==> src/rtl/pwm_tmr_pkg.sv <==
package pwm_tmr_pkg;
    localparam int ADDR_W = 3;

    typedef enum logic [ADDR_W-1:0] {
        A_TCTL = 3'd0,
        A_CCTL = 3'd1,
        A_MODH = 3'd2,
        A_MODL = 3'd3,
        A_CMPH = 3'd4,
        A_CMPL = 3'd5
    } reg_addr_e;

    typedef struct packed {
        logic [1:0] clk_sel;
        logic [1:0] mode;
        logic [1:0] els;
    } ctl_t;
endpackage

==> src/rtl/pwm_coh_reg.sv <==
module pwm_coh_reg #(
    parameter int BYTE_W = 8,
    localparam int W = 2 * BYTE_W
) (
    input  logic              clk,
    input  logic              rst_n,
    input  logic              wr_hi,
    input  logic              wr_lo,
    input  logic [BYTE_W-1:0] wdata,
    input  logic              clr_part,
    input  logic              load,
    output logic [W-1:0]      act,
    output logic [W-1:0]      nxt
);
    typedef struct packed {
        logic [BYTE_W-1:0] hi;
        logic              pend;
        logic [W-1:0]      stg;
        logic              stg_v;
        logic [W-1:0]      act;
    } st_t;

    st_t st_d, st_q;

    always_comb begin
        st_d = st_q;
        nxt  = st_q.stg_v ? st_q.stg : st_q.act;
        if (load) begin
            st_d.act   = nxt;
            st_d.stg_v = 1'b0;
        end
        if (wr_hi) begin
            st_d.hi   = wdata;
            st_d.pend = 1'b1;
        end else if (wr_lo && st_q.pend) begin
            st_d.stg   = {st_q.hi, wdata};
            st_d.stg_v = 1'b1;
            st_d.pend  = 1'b0;
        end
        if (clr_part) st_d.pend = 1'b0;
    end

    always_ff @(posedge clk or negedge rst_n) begin
        if (!rst_n) st_q <= '0;
        else        st_q <= st_d;
    end

    assign act = st_q.act;
endmodule

==> src/rtl/pwm_counter.sv <==
module pwm_counter #(
    parameter int CNT_W = 16
) (
    input  logic             clk,
    input  logic             rst_n,
    input  logic             tick,
    input  logic [CNT_W-1:0] mod_act,
    output logic [CNT_W-1:0] cnt,
    output logic [CNT_W-1:0] cnt_nx,
    output logic             wrap
);
    typedef struct packed {
        logic [CNT_W-1:0] cnt;
    } st_t;

    st_t st_d, st_q;

    always_comb begin
        st_d = st_q;
        wrap = tick && (st_q.cnt == mod_act);
        if (wrap)      st_d.cnt = '0;
        else if (tick) st_d.cnt = st_q.cnt + CNT_W'(1);
    end

    always_ff @(posedge clk or negedge rst_n) begin
        if (!rst_n) st_q <= '0;
        else        st_q <= st_d;
    end

    assign cnt    = st_q.cnt;
    assign cnt_nx = st_d.cnt;
endmodule

==> src/rtl/pwm_channel.sv <==
module pwm_channel #(
    parameter int CNT_W = 16
) (
    input  logic             clk,
    input  logic             rst_n,
    input  logic             tick,
    input  logic             wrap,
    input  logic [CNT_W-1:0] cnt_nx,
    input  logic [CNT_W-1:0] cmp_act,
    input  logic [CNT_W-1:0] cmp_nxt,
    input  logic [1:0]       mode,
    input  logic [1:0]       els,
    input  logic             ctl_rd,
    input  logic             ctl_wr,
    input  logic             flag_wbit,
    output logic             pin,
    output logic             flag
);
    typedef struct packed {
        logic raw;
        logic pin;
        logic flag;
        logic arm;
    } st_t;

    st_t              st_d, st_q;
    logic [CNT_W-1:0] target;

    always_comb begin
        st_d   = st_q;
        target = wrap ? cmp_nxt : cmp_act;
        if (tick) begin
            if (wrap)                   st_d.raw = (cmp_nxt != '0);
            else if (cnt_nx == cmp_act) st_d.raw = 1'b0;
            st_d.pin = (mode[1] && (els != 2'b00)) ? (st_d.raw ^ els[0]) : 1'b0;
        end
        if (ctl_rd && st_q.flag) st_d.arm = 1'b1;
        if (ctl_wr) begin
            if (st_q.arm && !flag_wbit) st_d.flag = 1'b0;
            st_d.arm = 1'b0;
        end
        if (tick && (cnt_nx == target)) st_d.flag = 1'b1;
    end

    always_ff @(posedge clk or negedge rst_n) begin
        if (!rst_n) st_q <= '0;
        else        st_q <= st_d;
    end

    assign pin  = st_q.pin;
    assign flag = st_q.flag;
endmodule

==> src/rtl/pwm_edge_timer.sv <==
module pwm_edge_timer
    import pwm_tmr_pkg::*;
#(
    parameter int BYTE_W = 8,
    localparam int CNT_W = 2 * BYTE_W
) (
    input  logic              clk,
    input  logic              rst_n,
    input  logic              bus_wr,
    input  logic              bus_rd,
    input  logic [ADDR_W-1:0] bus_addr,
    input  logic [BYTE_W-1:0] bus_wdata,
    output logic [BYTE_W-1:0] bus_rdata,
    input  logic              dbg_mode,
    output logic [CNT_W-1:0]  cnt_val,
    output logic              pwm_out,
    output logic              ch_flag
);
    ctl_t ctl_d, ctl_q;

    logic             wr_tctl, wr_cctl, rd_cctl;
    logic             tick, wrap;
    logic [CNT_W-1:0] mod_act, mod_nxt, cmp_act, cmp_nxt, cnt_nx;
    logic [1:0]       clk_sel, ch_mode, ch_els;

    assign wr_tctl = bus_wr && (bus_addr == A_TCTL);
    assign wr_cctl = bus_wr && (bus_addr == A_CCTL);
    assign rd_cctl = bus_rd && (bus_addr == A_CCTL);
    assign clk_sel = ctl_q.clk_sel;
    assign ch_mode = ctl_q.mode;
    assign ch_els  = ctl_q.els;
    assign tick    = (ctl_q.clk_sel != 2'b00);

    always_comb begin
        ctl_d = ctl_q;
        if (wr_tctl) ctl_d.clk_sel = bus_wdata[1:0];
        if (wr_cctl) begin
            ctl_d.mode = bus_wdata[3:2];
            ctl_d.els  = bus_wdata[1:0];
        end
    end

    always_ff @(posedge clk or negedge rst_n) begin
        if (!rst_n) ctl_q <= '0;
        else        ctl_q <= ctl_d;
    end

    pwm_coh_reg #(.BYTE_W(BYTE_W)) u_mod (
        .clk(clk), .rst_n(rst_n),
        .wr_hi(bus_wr && (bus_addr == A_MODH)),
        .wr_lo(bus_wr && (bus_addr == A_MODL)),
        .wdata(bus_wdata),
        .clr_part(wr_tctl && dbg_mode),
        .load(wrap),
        .act(mod_act), .nxt(mod_nxt)
    );

    pwm_coh_reg #(.BYTE_W(BYTE_W)) u_cmp (
        .clk(clk), .rst_n(rst_n),
        .wr_hi(bus_wr && (bus_addr == A_CMPH)),
        .wr_lo(bus_wr && (bus_addr == A_CMPL)),
        .wdata(bus_wdata),
        .clr_part(1'b0),
        .load(wrap),
        .act(cmp_act), .nxt(cmp_nxt)
    );

    pwm_counter #(.CNT_W(CNT_W)) u_cnt (
        .clk(clk), .rst_n(rst_n), .tick(tick), .mod_act(mod_act),
        .cnt(cnt_val), .cnt_nx(cnt_nx), .wrap(wrap)
    );

    pwm_channel #(.CNT_W(CNT_W)) u_ch (
        .clk(clk), .rst_n(rst_n), .tick(tick), .wrap(wrap),
        .cnt_nx(cnt_nx), .cmp_act(cmp_act), .cmp_nxt(cmp_nxt),
        .mode(ctl_q.mode), .els(ctl_q.els),
        .ctl_rd(rd_cctl), .ctl_wr(wr_cctl), .flag_wbit(bus_wdata[7]),
        .pin(pwm_out), .flag(ch_flag)
    );

    always_comb begin
        bus_rdata = '0;
        case (bus_addr)
            A_TCTL: bus_rdata = BYTE_W'(ctl_q.clk_sel);
            A_CCTL: bus_rdata = {ch_flag, 3'b000, ctl_q.mode, ctl_q.els};
            A_MODH: bus_rdata = mod_act[CNT_W-1:BYTE_W];
            A_MODL: bus_rdata = mod_act[BYTE_W-1:0];
            A_CMPH: bus_rdata = cmp_act[CNT_W-1:BYTE_W];
            A_CMPL: bus_rdata = cmp_act[BYTE_W-1:0];
            default: bus_rdata = '0;
        endcase
    end
endmodule

==> config.mk <==
export PLATFORM = sky130hd
export DESIGN_NAME = pwm_edge_timer
export DESIGN_NICKNAME = d
export VERILOG_FILES = /design/src/rtl/pwm_tmr_pkg.sv /design/src/rtl/pwm_coh_reg.sv /design/src/rtl/pwm_counter.sv /design/src/rtl/pwm_channel.sv /design/src/rtl/pwm_edge_timer.sv
export SDC_FILE = /design/constraint.sdc
export NUM_CORES = 1
export LEC_CHECK = 0
export BUFFER_PORTS_ARGS = -buffer_cell sky130_fd_sc_hd__buf_2
export CORE_MARGIN = 2
export CORE_UTILIZATION = 45
export DETAILED_ROUTE_END_ITERATION = 6
export GPL_ROUTABILITY_DRIVEN = 0
export GPL_TIMING_DRIVEN = 0
export PLACE_DENSITY_LB_ADDON = 0.3
export SLEW_MARGIN = 10
export SYNTH_ARGS = -nofsm -noshare
export SYNTH_HDL_FRONTEND = slang
export SYNTH_HIERARCHICAL = 1
export SYNTH_SLANG_ARGS = --single-unit
==> constraint.sdc <==
create_clock -name clk -period 2.6 [get_ports clk]
set_input_delay 0.52 -clock clk [delete_from_list [all_inputs] [get_ports clk]]
set_output_delay 0.52 -clock clk [all_outputs]
set_load 0.05 [all_outputs]
After elaboration in Yosys (flattened, before gate mapping)
Cells that the tools add are included.
- flip-flop bits (word level): 110
- input port bits: 16
- output and inout bits: 26
- logic and storage cells: 82
- $add $sub $neg: 1
- equal/unequal tests: 8
- muxes and demuxes: 23
- bitwise operators: 3
- reduce and logical (&&, ||, !) cells: 29
- operators with widths (cell ; number):
    $mux W16 ; 5
    $eq A16 B16 Y1 ; 3
    $pmux W8 S6 ; 1
    $mux W18 ; 2
    $mux W17 ; 2
    $add A16 B1 Y16 const B ; 1
    $reduce_bool A16 Y1 ; 1
    $logic_and A1 B1 Y1 ; 15
    $mux W1 ; 12
    $reduce_bool A2 Y1 ; 6
    $reduce_and A2 Y1 ; 4
    $eq A3 B2 Y1 const B ; 2
    $eq A3 B3 Y1 const B ; 2
    $eq A3 B1 Y1 const B ; 1
    $logic_not A3 Y1 ; 1
    $reduce_bool A3 Y1 ; 1
    $mux W2 ; 1
    $not A1 Y1 ; 2
    $logic_not A1 Y1 ; 1
    $xor A1 B1 Y1 ; 1

Depth between registers and ports, before layout
Gate-level depths: netlist of the first run.
- depth after elaboration: 9
- gate-level depth with buffers: 13
- depth with buffers taken out: 11

By module
The synthesis of the first run kept the hierarchy.
- by module, submodules not included (module ; times used ; cells an instance ; area an instance (um^2) ; seq. area each (um^2)):
    pwm_coh_reg ; 2 ; 126 ; 1928.1 ; 1051.0
    pwm_counter ; 1 ; 94 ; 934.6 ; 400.4
    pwm_channel ; 1 ; 84 ; 753.2 ; 100.1
    pwm_edge_timer ; 1 ; 68 ; 636.9 ; 150.1

Worst setup path after synthesis of the first run
Ideal clock, no wire load.
- kind: register to register
- start: reg u_cnt.st_q (netlist bit u_cnt/cnt[13])
- end: reg u_ch.st_q (netlist bit u_ch/pin)
- setup time: 0.141 ns
- arrival: 2.799 ns
- required time: 2.459 ns
- setup slack: -0.340 ns
- stages on the path, launching flop included: 12
- buffers on the path: 1
- period minus slack after synthesis: 2.940 ns
- cell sequence: dfrtp_1 xor2_1 nor4_1 nand4_1 nor4_4 buf_6 nor2_1 xor2_1 nor4_1 nand4_1 a22oi_1 o221ai_1
- word-level cells in the longest chain between the ends: 9
- elaborated cells on any way between the ends: 11
- classes of those cells: 1 x add/sub; 2 x eq/ne; 6 x mux; 1 x bitwise; 1 x reduce/logical
- ends and longest elaborated chain (item ; RTL line ; source):
    start, declared ; pwm_counter.sv:16 ; st_t st_d, st_q;
    start signal, assigned ; pwm_counter.sv:27 ; else st_q <= st_d;
    $eq A16 B16 Y1 ; pwm_counter.sv:20 ; wrap = tick && (st_q.cnt == mod_act);
    $logic_and A1 B1 Y1 ; pwm_counter.sv:20 ;
    via wrap ; pwm_edge_timer.sv:22 ; logic tick, wrap;
    $mux W16 ; pwm_counter.sv:21 ; if (wrap) st_d.cnt = '0;
    via cnt_nx[9] ; pwm_edge_timer.sv:23 ; logic [CNT_W-1:0] mod_act, mod_nxt, cmp_act, cmp_nxt, cnt_nx;
    $eq A16 B16 Y1 ; pwm_channel.sv:34 ; else if (cnt_nx == cmp_act) st_d.raw = 1'b0;
    $mux W1 ; pwm_channel.sv:34 ;
    $mux W1 ; pwm_channel.sv:33 ; if (wrap) st_d.raw = (cmp_nxt != '0);
    $mux W1 ; pwm_channel.sv:32 ; if (tick) begin
    $xor A1 B1 Y1 ; pwm_channel.sv:35 ; st_d.pin = (mode[1] && (els != 2'b00)) ? (st_d.raw ^ els[0]) : 1'b0;
    $mux W1 ; pwm_channel.sv:35 ;
    end signal, assigned ; pwm_channel.sv:47 ; else st_q <= st_d;
    end, declared ; pwm_channel.sv:26 ; st_t st_d, st_q;
The timed path passes the listed nets, and every way through them passes these cells. The select of a mux whose other input is x is not followed.
A chain may end at the register's enable or synchronous reset.

Final worst setup path of the first run
- start: reg u_mod.st_q (netlist bit u_mod/act[5])
- end: reg u_ch.st_q (netlist bit u_ch/pin)
- word-level cells in the longest chain between the ends: 9
- ends and longest elaborated chain (item ; RTL line ; source):
    start, declared ; pwm_coh_reg.sv:23 ; st_t st_d, st_q;
    start signal, assigned ; pwm_coh_reg.sv:45 ; else st_q <= st_d;
    $eq A16 B16 Y1 ; pwm_counter.sv:20 ;
    $logic_and A1 B1 Y1 ; pwm_counter.sv:20 ;
    via wrap ; pwm_edge_timer.sv:22 ;
    $mux W16 ; pwm_counter.sv:21 ;
    via cnt_nx[12] ; pwm_edge_timer.sv:23 ;
    $eq A16 B16 Y1 ; pwm_channel.sv:34 ;
    $mux W1 ; pwm_channel.sv:34 ;
    $mux W1 ; pwm_channel.sv:33 ;
    $mux W1 ; pwm_channel.sv:32 ;
    $xor A1 B1 Y1 ; pwm_channel.sv:35 ;
    $mux W1 ; pwm_channel.sv:35 ;
The timed path passes the listed nets, and every way through them passes these cells. The select of a mux whose other input is x is not followed.

==> impl_metrics.toml, run 1 <==
[job]
max_cap_viol_count = 0

[finish]
drive_above_1_share = 0.4910
nNetsFinal = 568
area_delta_synth_final_pct = 17.74
n_antenna_cell = 0
final_util = 0.5378

[timing]
finalSetupViolCount = 3
clock_skew_ns = 0.008254
timing_hold_violations_final = 0
rsz0062_at_grt = "true"
max_freq_ghz = 0.3253
period_share = 1.182
min_period_ns = 3.074
slew_viol_final = 0
worst_slack_ns = -0.4740

[critical_path]
cp.required_ns = 2.87
crit_type = "register to register"
start_kind = "register"
endpoint_kind = "register"
reg2regPathDepth = 14
r2r_slack_ns = -0.47
setup.worst_path.start = "u_mod/act[5]$_DFFE_PN0P_"
crit_fanout = 5
r2r-start = "u_mod/act[5]$_DFFE_PN0P_"
r2r_end = "u_ch/pin$_DFFE_PN0P_"
crit_path_end = "u_ch/pin$_DFFE_PN0P_"
arrival_ns = 3.34

[pwr]
vdd_ir_drop_max_v = 0.0005005
p_int_uw = 3905
combPwrFrac = 0.397
pwr-share-seq = 0.388
switching_power_uw = 2223
pwr-share-clk = 0.216
finalPower_uw = 6129
power_density_mw_per_mm2 = 867.4
swShare = 0.3628
p_leak_uw = 0.003424

[cts]
cts_buffers = 9
cts_tree = "done"
htree_levels = 3
clockBufferDepth = 2
clkTransAtPathRegs_ns = 0.07
cts_root_buf = "clkbuf_16"
numClockSinks = 110
insertion_delay_ns = 0.36

[global_route]
grt_pass1_vias = 3938
grt_max_degree = 68
grt_pass1_wl_um = 22450
overflow = 0
grtUsageTotal = 0.2118
antenna_found_initial = 0

[routing]
vias = 3951
drtIter0Drc = 314
drt_pre_antenna_iters = 5
drtAntennaViolNets = 0
finalWirelength_um = 14290
routedWlPerCell_um = 19.52
routed_via_density = 5.398
drc = 0

[synthesis]
syn_area_mm2 = 0.006001
avgSynthCellArea_um2 = 12.45
syn_inst = 482
synth_nets = 499
yosys_warnings = 6

[worst_hold_path]
hold_class = "input port to async pin"

[placed_design]
port_buffers = 41
pre_cts_slack_ns = -0.6202
dpl.hpwl_um = 10620

[floorplanning]
initial_core_util = 0.4568
die_w_um = 119.5
dieArea_mm2 = 0.01427
chipHeight_um = 119.5
ios = 42
core_mm2 = 0.01314
rows = 42

[run_status]
status = "complete, but fails checks"
violations = "negative setup slack"
==> state kept, by name (all words and copies together) (netlist names) <==
name	cells
ch_mode	2
u_ch/flag	1
u_cnt/cnt	16
u_mod/st_q	26
clk_sel	2
ch_els	2
u_ch/pin	1
u_ch/st_q	2
u_cmp/st_q	26
u_mod/act	16
u_cmp/act	16
==> layout by cell type (no fill, tap or decap), types with 9 or more instances in the layout <==
cell type / instances
a21oi_1: 9
buf_2: 43
buf_4: 48
buf_6: 12
clkbuf_16: 9
dfrtp_1: 98
dfrtp_2: 12
mux2_2: 84
mux2_4: 18
mux2i_1: 23
nand2_1: 10
nand3_1: 10
nand4_1: 9
nor2_1: 13
xnor2_1: 31
xor2_1: 31
==> worst max-delay path: stages (launching register included) <==
cell and delay [ns]:
dfrtp_1 0.41, buf_6 0.14, xor2_2 0.17, nor4_2 0.29, nand4_1 0.17, nor4_4 0.17, buf_4 0.19, buf_8 0.13
buf_12 0.11, nor2_4 0.04, xor2_1 0.15, nor4_2 0.30, nand4_1 0.22, a221o_1 0.41, o221ai_1 0.08
==> per-layer routing <==
layer  up-vias  track usage  routed length (um)
met4         0      0.08015                 352
li1       1824            -                   -
met2       118       0.3279                6607
met3        24      0.03784                 705
met1      1985       0.2977                6621
met5         -            0                   0
==> power groups by stage <==
stage / combinational [uW] / clock (uW) / sequential, uW
global route: 2590 / 1420 / 2430
CTS: 2320 / 1360 / 2380
floorplan: 1550 / 0 / 2500
detailed placement: 2200 / 0 / 2400
finish: 2430 / 1320 / 2380
global placement: 2160 / 0 / 2380
==> repair_timing <==
item / in CTS / in global routing
setup buffers: 12 / 5
gates cloned: 1 / 0
pin swaps: 11 / 12
hold buffers: 0 / 0
setup endpoints to repair: 23 / 23
gates resized for setup: 28 / 15
==> worst min path at each step <==
stage	start	end	slack (ns)	depth (start not counted)
2_1_floorplan	rst_n	ch_els[0]$_DFFE_PN0P_	0.22	0
3_3_place_gp	u_ch/st_q[0]$_DFFE_PN0P_	u_ch/st_q[0]$_DFFE_PN0P_	0.48	2
3_5_place_dp	rst_n	u_mod/st_q[41]$_DFFE_PN0P_	0.48	1
4_1_cts	rst_n	u_mod/st_q[41]$_DFFE_PN0P_	0.09	1
5_1_grt	rst_n	u_mod/st_q[41]$_DFFE_PN0P_	0.10	1
6_report	rst_n	u_mod/st_q[41]$_DFFE_PN0P_	0.08	1
==> metrics by stage <==
step | instance area (um^2) | hold WS (ns) | TNS, ns | instances
floorplan | 6023 | 0.2244 | -0.2524 | 482
global placement | 6449 | 0.4798 | -28.53 | 699
detailed placement | 6482 | 0.4783 | -2.659 | 700
CTS | 6945 | 0.08605 | -0.9201 | 728
global route | 7066 | 0.1030 | -1.605 | 732
finish | 7066 | 0.07700 | -1.153 | 732
==> cell type report <==
type / instances / area, um^2
multi-input cells: 315 / 2943
clock buffers: 9 / 225.2
clock inverters: 7 / 53.80
repair buffers: 59 / 386.6
inverters: 6 / 22.52
plain buffers: 50 / 446.7
well taps: 176 / 220.2
fillers: 1143 / 6072
flip-flops and latches: 110 / 2768
No activity file was read; power rests on OpenSTA's default activity.
==> run 2, diff against run 1 <==
--- a/config.mk
+++ b/config.mk
@@ -9,9 +9,9 @@
 export CORE_MARGIN = 2
 export CORE_UTILIZATION = 45
 export DETAILED_ROUTE_END_ITERATION = 6
-export GPL_ROUTABILITY_DRIVEN = 0
 export GPL_TIMING_DRIVEN = 0
 export PLACE_DENSITY_LB_ADDON = 0.3
+export RECOVER_POWER = 100
 export SLEW_MARGIN = 10
 export SYNTH_ARGS = -nofsm -noshare
 export SYNTH_HDL_FRONTEND = slang
==> constraint.sdc (replaced) <==
create_clock -name clk -period 2.6 [get_ports clk]
set_input_delay 0.52 -clock clk [delete_from_list [all_inputs] [get_ports clk]]
set_output_delay 0.52 -clock clk [all_outputs]
set_load 0.01 [all_outputs]
==> run 2 against run 1 <==
Effect of this change: the run still ends with negative setup slack left; worst setup slack gained 0.098 ns; first-iteration DRC count is 2.2% lower; combinational power down 7%; hold slack improved by 0.33 ns; final cell count is 0.55% higher; sequential share of layout area up 0.30 points; critical path type unchanged.
==> impl_metrics.toml, run 2 (synthesis results as in run 1) <==
[cts]
cts_root_buf = "clkbuf_16"
cts_tree = "done"
hold_buffers = 0
htree_levels = 3
clkTransAtPathRegs_ns = 0.08
cts_buffers = 9
numClockSinks = 110
clockBufferDepth = 2
insertion_delay_ns = 0.36

[job]
max_cap_viol_count = 0

[routing]
drtIter0Drc = 307
routedWlPerCell_um = 19.96
drt_pre_antenna_iters = 5
finalWirelength_um = 14690
drtAntennaViolNets = 0
routed_via_density = 5.321
drc = 0
vias = 3916

[global_route]
grt_max_degree = 88
antenna_found_initial = 0
overflow = 0
grt_pass1_wl_um = 22890
grt_pass1_vias = 3974
grtUsageTotal = 0.2144

[finish]
layout_common_cells = "110 x dfrtp_1, 84 x mux2_2, 50 x buf_4, 31 x xor2_1, 31 x xnor2_1"
final_util = 0.5308
drive_above_1_share = 0.4339
area_delta_synth_final_pct = 16.20
ff_latch_area_mm2 = 0.002753
reg_top3 = "u_cmp/st_q: 26 flops, u_mod/st_q: 26 flops"
multi_input_area_mm2 = 0.002917
nNetsFinal = 572
final_common_cell = "dfrtp_1"
finalInstanceArea_mm2 = 0.006973
n_antenna_cell = 0
fillers = 1144

[floorplanning]
core_mm2 = 0.01314
rows = 42
die_w_um = 119.5
dieArea_mm2 = 0.01427
ios = 42
initial_core_util = 0.4568
chipHeight_um = 119.5

[timing]
slew_viol_final = 0
finalSetupViolCount = 5
rsz0062_at_grt = "true"
max_freq_ghz = 0.3360
timing_hold_violations_final = 0
worst_pin_slew_ns = 1.314
relSlewSlack = 0.1242
min_period_ns = 2.976
period_share = 1.145
clock_skew_ns = 0.008386
hold_slack_ns = 0.4095
worst_slack_ns = -0.3763

[run_status]
violations = "negative setup slack"
status = "complete, but fails checks"

[placed_design]
dpl.hpwl_um = 10810
gp_congestion = 0.9080
dpl_cell_area_mm2 = 0.006467
port_buffers = 41
pre_cts_slack_ns = -0.6304

[critical_path]
reg2regPathDepth = 13
arrival_ns = 3.25
r2r_slack_ns = -0.38
cp_slowest_cell = "a221o_1"
path_cells = "buf_6 > xor2_1 > nor4_2 > nand4_1 > nor4_4 > buf_6 > buf_8 > nor2_4 > xor2_1 > nor4_1 > nand4_1 > a221o_1 > o221ai_2"
endpoint_kind = "register"
cp.required_ns = 2.87
slowest_delay_ns = 0.42
start_kind = "register"
crit_fanout = 6
crit_type = "register to register"

[pwr]
p_leak_uw = 0.003320
finalPower_uw = 5972
power_density_mw_per_mm2 = 856.4
vdd_ir_drop_max_v = 0.0004476

[worst_hold_path]
whs_path_depth = 3
hold_class = "input port to register"
run 2: cell count changes in the layout (fill, tap and decap cells not counted), sizes merged:
cell,delta
buf,-21
clkinvlp,+1
clkinv,-2
clkbuf,+26
run 2: metrics by stage:
stage | setup TNS [ns] | instances
after CTS | -0.9375 | 726
after global routing | -5.422 | 736
after floorplan | -0.02529 | 482
after global placement | -22.89 | 699
after detailed placement | -1.752 | 700
final | -0.9414 | 736
run 2: power by group:
group	switching, uW	internal, uW	total [uW]	leakage (uW)
registers	291	2080	2380	0.00144
clock network	656	692	1350	0.000140
logic	1110	1140	2250	0.00174
run 2: repair_timing:
action / 4_1_cts / 5_1_grt
buffers inserted: 9 / 10
gates cloned: 1 / 0
pin swaps: 8 / 19
endpoints found under the setup margin: 23 / 23
gates resized for setup: 17 / 29
run 2: final timing paths:
path	end	startpoint
setup / recovery	u_ch/pin$_DFFE_PN0P_	u_mod/act[10]$_DFFE_PN0P_
min in group asynchronous	u_mod/st_q[37]$_DFFE_PN0P_	rst_n
max in group asynchronous	u_cmp/act[6]$_DFFE_PN0P_	rst_n
setup reg to reg	u_ch/pin$_DFFE_PN0P_	u_mod/act[10]$_DFFE_PN0P_
hold reg to reg	u_cmp/st_q[26]$_DFFE_PN0P_	u_cmp/st_q[35]$_DFFE_PN0P_
hold / removal	u_mod/st_q[33]$_DFFE_PN0P_	dbg_mode
run 2: per-layer routing:
layer	share of wire	vias to the layer above	global-route usage
li1	-	1824	-
met1	0.48	1976	0.3051
met2	0.46	92	0.3304
met3	0.040	24	0.03065
met4	0.024	0	0.08603
met5	0	-	0
run 2: worst max-delay path, delay by kind of cell, from the launching register on:
kind	cells	cell delay (ns)
compound gates	2	0.48
xor+xnor	2	0.32
buf+inv	3	0.45
flops	1	0.41
simple gates	6	1.21
run 2: cell type report:
| class | count | area share |
|---|---|---|
| Multi-Input combinational cell | 315 | 0.4183 |
| Clock inverter | 6 | 0.007357 |
| Clock buffer | 10 | 0.03427 |
| Timing Repair Buffer | 62 | 0.05168 |
| Sequential cell | 110 | 0.3948 |
| Inverter | 6 | 0.003230 |
| Buffer | 51 | 0.05886 |
| Tap cell | 176 | 0.03158 |
==> run 3, diff against run 2 <==
--- a/config.mk
+++ b/config.mk
@@ -7,7 +7,7 @@
 export LEC_CHECK = 0
 export BUFFER_PORTS_ARGS = -buffer_cell sky130_fd_sc_hd__buf_2
 export CORE_MARGIN = 2
-export CORE_UTILIZATION = 45
+export CORE_UTILIZATION = 55
 export DETAILED_ROUTE_END_ITERATION = 6
 export GPL_TIMING_DRIVEN = 0
 export PLACE_DENSITY_LB_ADDON = 0.3
==> run 3 against run 2 <==
Effect of this change: the run ends with max-capacitance violations, max-slew violations, negative setup slack left; maximum frequency up 2.3%; die area decreased by 18%; clock power down 20%; hold slack lost 0.024 ns; register-to-register slack improved by 0.07 ns; critical path depth down 1; non-clock buffer count down 4; via count decreased by 1.6%; sequential cell count unchanged; routed wire length fell by 2.1%; combinational power is 6% lower; highest routed layer unchanged.
==> impl_metrics.toml, run 3 (synthesis results as in run 1) <==
[run_status]
status = "complete, but fails checks"
violations = "max-capacitance violations, max-slew violations, negative setup slack"

[floorplanning]
rows = 38
initial_core_util = 0.5585
core_mm2 = 0.01075
dieArea_mm2 = 0.01176
chipHeight_um = 108.5
die_w_um = 108.5
ios = 42

[critical_path]
cp_slowest_cell = "dfrtp_1"
slowest_delay_ns = 0.46
r2r_slack_ns = -0.31
cp.required_ns = 2.91
crit_fanout = 6
r2r_end = "u_ch/pin$_DFFE_PN0P_"
reg2regPathDepth = 12
arrival_ns = 3.22
start_kind = "register"
r2r-start = "u_mod/act[10]$_DFFE_PN0P_"
endpoint_kind = "register"
crit_type = "register to register"
path_cells = "xor2_1 > nor4_2 > nand4_1 > nor4_4 > buf_4 > buf_12 > nor2_4 > xor2_1 > nor4_2 > nand4_1 > a221o_1 > o221ai_2"

[timing]
period_share = 1.119
relSlewSlack = -0.1802
slew_viol_final = 33
worst_pin_slew_ns = 1.770
clock_skew_ns = 0.008469
rsz0062_at_grt = "true"
setup_tns_ns = -0.7730
min_period_ns = 2.909
finalSetupViolCount = 3
hold_slack_ns = 0.3852
max_freq_ghz = 0.3437
worst_slack_ns = -0.3093
timing_hold_violations_final = 0

[placed_design]
gp_congestion = 0.9263
port_buffers = 41
pre_cts_slack_ns = -0.5973
dpl.hpwl_um = 10640

[pwr]
vdd_ir_drop_max_v = 0.0004278
pwr-share-clk = 0.194
finalPower_uw = 5573
switching_power_uw = 1928
pwr-share-seq = 0.427
p_int_uw = 3645
power_density_mw_per_mm2 = 819.0
combPwrFrac = 0.379
swShare = 0.3459
p_leak_uw = 0.003324

[cts]
insertion_delay_ns = 0.38
numClockSinks = 110
cts_root_buf = "clkbuf_8"
clockBufferDepth = 2
hold_buffers = 0
cts_buffers = 9
htree_levels = 3
cts_tree = "done"
clkTransAtPathRegs_ns = 0.11

[worst_hold_path]
whs_path_depth = 3
min_to = "u_mod/st_q[33]$_DFFE_PN0P_"
hp-start = "dbg_mode"
hold_class = "input port to register"

[routing]
routedWlPerCell_um = 20.67
drtAntennaViolNets = 0
drc = 0
drt_pre_antenna_iters = 4
drtIter0Drc = 278
finalWirelength_um = 14390
vias = 3855
routed_via_density = 5.539

[finish]
multi_input_area_mm2 = 0.002904
drive_above_1_share = 0.4388
ff_latch_area_mm2 = 0.002753
nNetsFinal = 568
area_delta_synth_final_pct = 13.39
layout_common_cells = "110 x dfrtp_1, 84 x mux2_2, 50 x buf_4, 32 x buf_2, 31 x xnor2_1"
n_antenna_cell = 0
final_common_cell = "dfrtp_1"
reg_top3 = "u_cmp/st_q: 26 flops, u_mod/st_q: 26 flops"
fillers = 875
final_util = 0.6332

[global_route]
grt_pass1_wl_um = 22760
grtUsageTotal = 0.2628
grt_pass1_vias = 4002
overflow = 0
antenna_found_initial = 0
grt_max_degree = 80

[job]
max_cap_viol_count = 1
-- run 3: cell types whose count changed in the layout (fill, tap and decap cells not counted), moves of 3 or more --
cell	delta
nor2_1	+7
clkbuf_1	-9
nor2_2	-5
buf_2	+8
inv_6	-3
clkbuf_16	-9
clkbuf_8	+9
-- run 3: per-layer routing --
layer,track usage,vias up,routed length [um]
met5,0,-,0
met4,0.1016,0,330
met3,0.04219,23,644
met2,0.4121,90,6756
met1,0.3668,1930,6658
li1,-,1812,-
-- run 3: cell type report --
| class | count | area share |
|---|---|---|
| clock buffer | 10 | 0.02023 |
| buffer | 49 | 0.05921 |
| timing repair buffer | 60 | 0.05020 |
| tap | 140 | 0.02574 |
| multi-input combinational | 315 | 0.4268 |
| sequential | 110 | 0.4046 |
| clock inverter | 6 | 0.009930 |
| inverter | 6 | 0.003310 |
-- run 3: worst max path at each step --
stage | depth (start not counted) | to | slack [ns] | from
floorplan | 12 | u_ch/pin$_DFFE_PN0P_ | -0.03 | u_mod/act[10]$_DFFE_PN0P_
global placement | 12 | u_ch/pin$_DFFE_PN0P_ | -0.60 | clk_sel[0]$_DFFE_PN0P_
detailed placement | 12 | u_ch/pin$_DFFE_PN0P_ | -0.60 | clk_sel[0]$_DFFE_PN0P_
CTS | 13 | u_ch/pin$_DFFE_PN0P_ | -0.38 | u_mod/act[13]$_DFFE_PN0P_
global route | 13 | u_ch/pin$_DFFE_PN0P_ | -0.44 | u_mod/act[12]$_DFFE_PN0P_
finish | 12 | u_ch/pin$_DFFE_PN0P_ | -0.31 | u_mod/act[10]$_DFFE_PN0P_
-- run 3: per-stage QoR --
stage,cells,instance area (um^2)
finish,696,6804
global route,696,6804
CTS,691,6775
detailed placement,664,6422
global placement,663,6389
floorplan,482,6008
-- run 3: critical path: cells and delay by family (launching register included) --
family / cells / cell delay (ns)
buf+inv: 2 / 0.34
xor+xnor: 2 / 0.36
compound gates: 2 / 0.47
simple gates: 6 / 1.19
flops: 1 / 0.46
-- run 3: power groups by stage --
stage	Combinational, uW	Clock (uW)	Sequential (uW)
after global routing	2270	1170	2430
after global placement	1940	0	2370
after floorplan	1500	0	2320
final	2110	1080	2380
after CTS	2060	1110	2370
after detailed placement	1990	0	2400
-- run 3: what timing repair did --
action	4_1_cts	5_1_grt
pin swaps	12	14
gates cloned	1	0
endpoints found under the setup margin	15	25
resized for setup	21	13
buffers inserted	11	6
